===== src/rtl/scan_tap.sv =====
module scan_tap #(
  parameter int          BSR_LEN = 73,
  parameter logic [31:0] ID_VAL  = 32'h2F81_4093
) (
  input  logic               tck,
  input  logic               trst_n,
  input  logic               tms,
  input  logic               tdi,
  input  logic [BSR_LEN-1:0] pins_i,
  output logic               tdo,
  output logic               tdo_oe,
  output logic               float_o
);

  typedef enum logic [3:0] {
    TLR    = 4'd0,  RTI    = 4'd1,  SEL_DR = 4'd2,  CAP_DR = 4'd3,
    SH_DR  = 4'd4,  EX1_DR = 4'd5,  PAU_DR = 4'd6,  EX2_DR = 4'd7,
    UPD_DR = 4'd8,  SEL_IR = 4'd9,  CAP_IR = 4'd10, SH_IR  = 4'd11,
    EX1_IR = 4'd12, PAU_IR = 4'd13, EX2_IR = 4'd14, UPD_IR = 4'd15
  } tap_t;

  localparam logic [2:0] OP_XSAMP = 3'b000;
  localparam logic [2:0] OP_IDENT = 3'b001;
  localparam logic [2:0] OP_FSAMP = 3'b010;
  localparam logic [2:0] OP_SAMP  = 3'b100;

  tap_t state, nxt;
  logic [2:0] ir, ir_sh;
  logic [31:0] id_sh;
  logic [BSR_LEN-1:0] bsr;
  logic byp;
  logic sel_id, sel_bsr, sel_byp;

  assign sel_id  = (ir == OP_IDENT);
  assign sel_bsr = (ir == OP_XSAMP) || (ir == OP_FSAMP) || (ir == OP_SAMP);
  assign sel_byp = !sel_id && !sel_bsr;
  assign float_o = (ir == OP_XSAMP) || (ir == OP_FSAMP);

  always_comb begin
    unique case (state)
      TLR:    nxt = tms ? TLR    : RTI;
      RTI:    nxt = tms ? SEL_DR : RTI;
      SEL_DR: nxt = tms ? SEL_IR : CAP_DR;
      CAP_DR: nxt = tms ? EX1_DR : SH_DR;
      SH_DR:  nxt = tms ? EX1_DR : SH_DR;
      EX1_DR: nxt = tms ? UPD_DR : PAU_DR;
      PAU_DR: nxt = tms ? EX2_DR : PAU_DR;
      EX2_DR: nxt = tms ? UPD_DR : SH_DR;
      UPD_DR: nxt = tms ? SEL_DR : RTI;
      SEL_IR: nxt = tms ? TLR    : CAP_IR;
      CAP_IR: nxt = tms ? EX1_IR : SH_IR;
      SH_IR:  nxt = tms ? EX1_IR : SH_IR;
      EX1_IR: nxt = tms ? UPD_IR : PAU_IR;
      PAU_IR: nxt = tms ? EX2_IR : PAU_IR;
      EX2_IR: nxt = tms ? UPD_IR : SH_IR;
      UPD_IR: nxt = tms ? SEL_DR : RTI;
      default: nxt = TLR;
    endcase
  end

  always_ff @(posedge tck or negedge trst_n) begin
    if (!trst_n) begin
      state <= TLR;
      ir    <= OP_IDENT;
      ir_sh <= 3'b000;
    end else begin
      state <= nxt;
      if (nxt == TLR)            ir <= OP_IDENT;
      else if (state == UPD_IR)  ir <= ir_sh;
      if (state == CAP_IR)       ir_sh <= 3'b001;
      else if (state == SH_IR)   ir_sh <= {tdi, ir_sh[2:1]};
    end
  end

  always_ff @(posedge tck or negedge trst_n) begin
    if (!trst_n) begin
      id_sh <= '0;
      bsr   <= '0;
      byp   <= 1'b0;
    end else if (state == CAP_DR) begin
      if (sel_id)  id_sh <= ID_VAL;
      if (sel_bsr) bsr   <= pins_i;
      if (sel_byp) byp   <= 1'b0;
    end else if (state == SH_DR) begin
      if (sel_id)  id_sh <= {tdi, id_sh[31:1]};
      if (sel_bsr) bsr   <= {tdi, bsr[BSR_LEN-1:1]};
      if (sel_byp) byp   <= tdi;
    end
  end

  always_ff @(negedge tck or negedge trst_n) begin
    if (!trst_n) begin
      tdo    <= 1'b0;
      tdo_oe <= 1'b0;
    end else begin
      tdo_oe <= (state == SH_IR) || (state == SH_DR);
      if (state == SH_IR)  tdo <= ir_sh[0];
      else if (sel_id)     tdo <= id_sh[0];
      else if (sel_bsr)    tdo <= bsr[0];
      else                 tdo <= byp;
    end
  end

endmodule


===== config.mk =====
export PLATFORM = sky130hd
export DESIGN_NAME = scan_tap
export DESIGN_NICKNAME = d
export VERILOG_FILES = /design/src/rtl/scan_tap.sv
export SDC_FILE = /design/constraint.sdc
export NUM_CORES = 1
export LEC_CHECK = 0
export BUFFER_PORTS_ARGS = -buffer_cell sky130_fd_sc_hd__buf_4
export CAP_MARGIN = 5
export CORE_UTILIZATION = 52
export DETAILED_ROUTE_END_ITERATION = 8
export PLACE_DENSITY = 0.76
export SYNTH_ARGS = -nofsm -noshare
export SYNTH_HDL_FRONTEND = slang
export SYNTH_SLANG_ARGS = --single-unit

===== constraint.sdc =====
create_clock -name tck -period 2.4 [get_ports tck]
set_clock_uncertainty 0.2 [all_clocks]
set_input_delay 0.48 -clock tck [delete_from_list [all_inputs] [get_ports tck]]
set_output_delay 0.48 -clock tck [all_outputs]
set_load 0.01 [all_outputs]

==> flow_metrics.py <==
metrics = {
    "die": {
        "die_h_um": 107,
        "die_w_um": 107,
        "io_pins": 80,
        "start_util_pct": 54.5,
        "core_um2": 10500,
        "die_area_um2": 11400,
        "rows": 37,
    },
    "routing": {
        "vias": 4148,
        "wl_per_cell_um": 23.0,
        "postRouteAntennaNets": 0,
        "route.detailed.drc": 0,
        "drt_iter0_markers": 268,
        "drtPass1Iterations": 5,
        "routed_wl_um": 16600,
        "viasPerCell": 5.76,
    },
    "synthesis": {
        "synthTopCellsByArea": "dfrtp_1 (50%), mux2_2 (32%), mux2i_1 (3.5%)",
        "synth-async-reset-ratio_pct": 100,
        "yosysWarnings": 0,
        "synth.net_count": 518,
        "synth-edff-count": 0,
        "ys_seq_area_share_pct": 51.8,
        "synth_common_cells": "mux2_2 (161), dfrtp_1 (115), nor2_1 (23)",
        "syn_area_per_cell_um2": 12.9,
        "synth_top_flop_cell": "dfrtp_1",
        "post-synth-top-area-cell": "dfrtp_1",
        "syn_area_um2": 5710,
        "synth_seq_cells": 118,
        "yosysMostFrequentCell": "mux2_2",
        "syn_inst": 441,
        "synth_top_cell_area_share_pct": 50.4,
        "synth_cell_type_count": 39,
    },
    "timing": {
        "maxSlewHeadroom_pct": 46.0,
        "setup_slack_ns": -0.425,
        "finalHoldWorstSlack_ns": 0.0739,
        "hold_viol_final": 0,
        "rsz0062_at_grt": "yes",
        "worstMarginPinSlew_ns": 0.810,
        "slew_viol_final": 0,
        "setup_viol": 24,
    },
    "worst_setup_path": {
        "path_delay_family": "flip-flops",
        "critical_path.max_stage_delay_ns": 0.38,
        "worstPathCellList": "buf_4",
        "cp_num_buf_inv": 1,
        "path_max_fanout": 1,
        "cp_slowest_cell": "dfrtn_1",
        "criticalPathCategory": "reg2out",
        "cp-start-kind": "flip-flop",
        "crit_required_ns": 1.72,
        "worst_setup_path_end_kind": "primary output",
        "arrival_ns": 2.14,
    },
    "clock_tree": {
        "clk_pin_slew_ns": 0.06,
        "numCtsBuffers": 17,
        "clk_latency_ns": 0.52,
        "tritoncts": "done",
        "cts_root_buffer": "clkbuf_8",
        "clockBufferDepth": 2,
        "clock_sinks": 118,
        "htree_levels": 4,
    },
    "pwr": {
        "leakage_nw": 4.03,
        "power.density_nw_per_um2": 1250,
        "vdd_ir_drop_max_mv": 0.770,
        "p_total_mw": 10.5,
    },
    "placement": {
        "hpwl_um": 7000,
        "portBuffers": 79,
        "place_congestion": 0.752,
    },
    "job": {
        "cap_violations": 0,
    },
    "grt": {
        "grt_usage_pct": 23.1,
        "grt_max_degree": 63,
        "grt-ovfl-total": 0,
        "first_global_vias": 4116,
        "grt_pass1_wl_um": 20200,
        "antenna_found_initial": 0,
    },
    "outcome": {
        "status": "finished with violations",
        "violations": "negative setup slack",
    },
    "cells_and_area": {
        "fill_cells": 553,
        "layout-drive-gt1-share_pct": 58.6,
        "num-nets-final": 648,
        "syn2layout_area_growth_pct": 46.3,
        "diodes": 0,
    },
    "hold_path": {
        "worstHoldPathType": "in2reg",
    },
}
==> final cells by class <==
cell class | count | area [um2] | share of cell area [%]
Multi-Input combinational cell | 271 | 3000 | 35.9
Sequential cell | 118 | 2950 | 35.4
Timing Repair Buffer | 142 | 1480 | 17.7
Clock buffer | 20 | 445 | 5.34
Clock inverter | 12 | 224 | 2.68
Tap cell | 136 | 170 | 2.04
Inverter | 21 | 78.8 | 0.944
==> worst reg2reg max path, stage by stage (launching register included) <==
cell,delay (ns)
dfrtp_1,0.44
o21ai_1,0.25
a221o_1,0.23
a31oi_1,0.08
==> layout by cell type, fill, tap and decap left out, types with 3 or more instances in the layout <==
cell / synthesis / final
nand2_1: 21 / 20
clkinvlp_4: 0 / 4
nor3_1: 4 / 4
a21oi_1: 5 / 4
mux2_2: 161 / 44
bufinv_16: 0 / 6
clkbuf_8: 0 / 3
buf_4: 2 / 102
clkbuf_16: 0 / 26
dfrtp_1: 115 / 115
buf_12: 0 / 11
inv_1: 21 / 21
o21ai_0: 5 / 4
mux2_4: 0 / 117
buf_6: 1 / 14
mux2i_1: 20 / 20
buf_8: 0 / 3
nand3_1: 3 / 3
nor2_1: 23 / 23
==> path summary, 6_finish.rpt <==
path | startpoint | endpoint | cells after the start | slack [ns]
min in group asynchronous | trst_n | bsr[0] | 3 | 0.47
max in group asynchronous | trst_n | tdo_oe | 2 | 0.62
worst min register to register | bsr[26] | bsr[26] | 1 | 0.31
worst max-delay path | tdo | tdo | 1 | -0.42
worst max register to register | ir[1] | tdo | 3 | -0.24
worst min-delay path | tdi | ir_sh[2] | 3 | 0.07
==> registers in the layout (all words and copies together), names as in the netlist <==
register / count
id_sh: 32
bsr: 73
tdo: 1
state: 4
byp: 1
tdo_oe: 1
ir_sh: 3
ir: 3
==> through the flow <==
stage / instances / utilization (%) / setup WS, ns / TNS [ns] / area (um2)
floorplan: 441 / - / -0.158 / -0.239 / 5730
global placement: 651 / 63.1 / -0.0213 / -0.0213 / 6600
detailed placement: 651 / 63.1 / -0.0522 / -0.212 / 6600
CTS: 697 / 72.0 / -0.432 / -2.92 / 7540
global route: 720 / 79.8 / -0.449 / -3.16 / 8350
finish: 720 / 79.8 / -0.425 / -1.43 / 8350
==> report_power, final <==
part	internal [mW]	total, mW	switching (mW)	leakage, nW
combinational	2.69	4.56	1.87	2.14
sequential	2.62	3.00	0.379	1.58
clock	1.95	2.91	0.959	0.313
total	7.27	10.5	3.21	4.03
==> routing by layer <==
layer  wire [um]  GRT usage (%)  part of all wire, %
met5           0              0                    0
met4         567           8.22                  3.4
met3         775           6.81                  4.7
met2        8340           38.4                   50
met1        6880           28.7                   42
==> cells by family after synthesis <==
group | Yosys count | share of synthesized area, %
and+or+nand+nor | 65 | 5.53
DFF | 118 | 51.8
xor gates and xnor gates | 2 | 0.307
buffers and inverters | 52 | 4.01
AOI/OAI and AO/OA | 23 | 3.09
muxes | 181 | 35.3
==> timing repair <==
action	CTS	global route
endpoints found under the setup margin	20	105
pin swaps	2	4
hold endpoints to repair	55	0
hold buffers	1	0
cloned	2	17
buffers inserted	11	8
resized for setup	26	128
(Power assumes the default switching activity.)
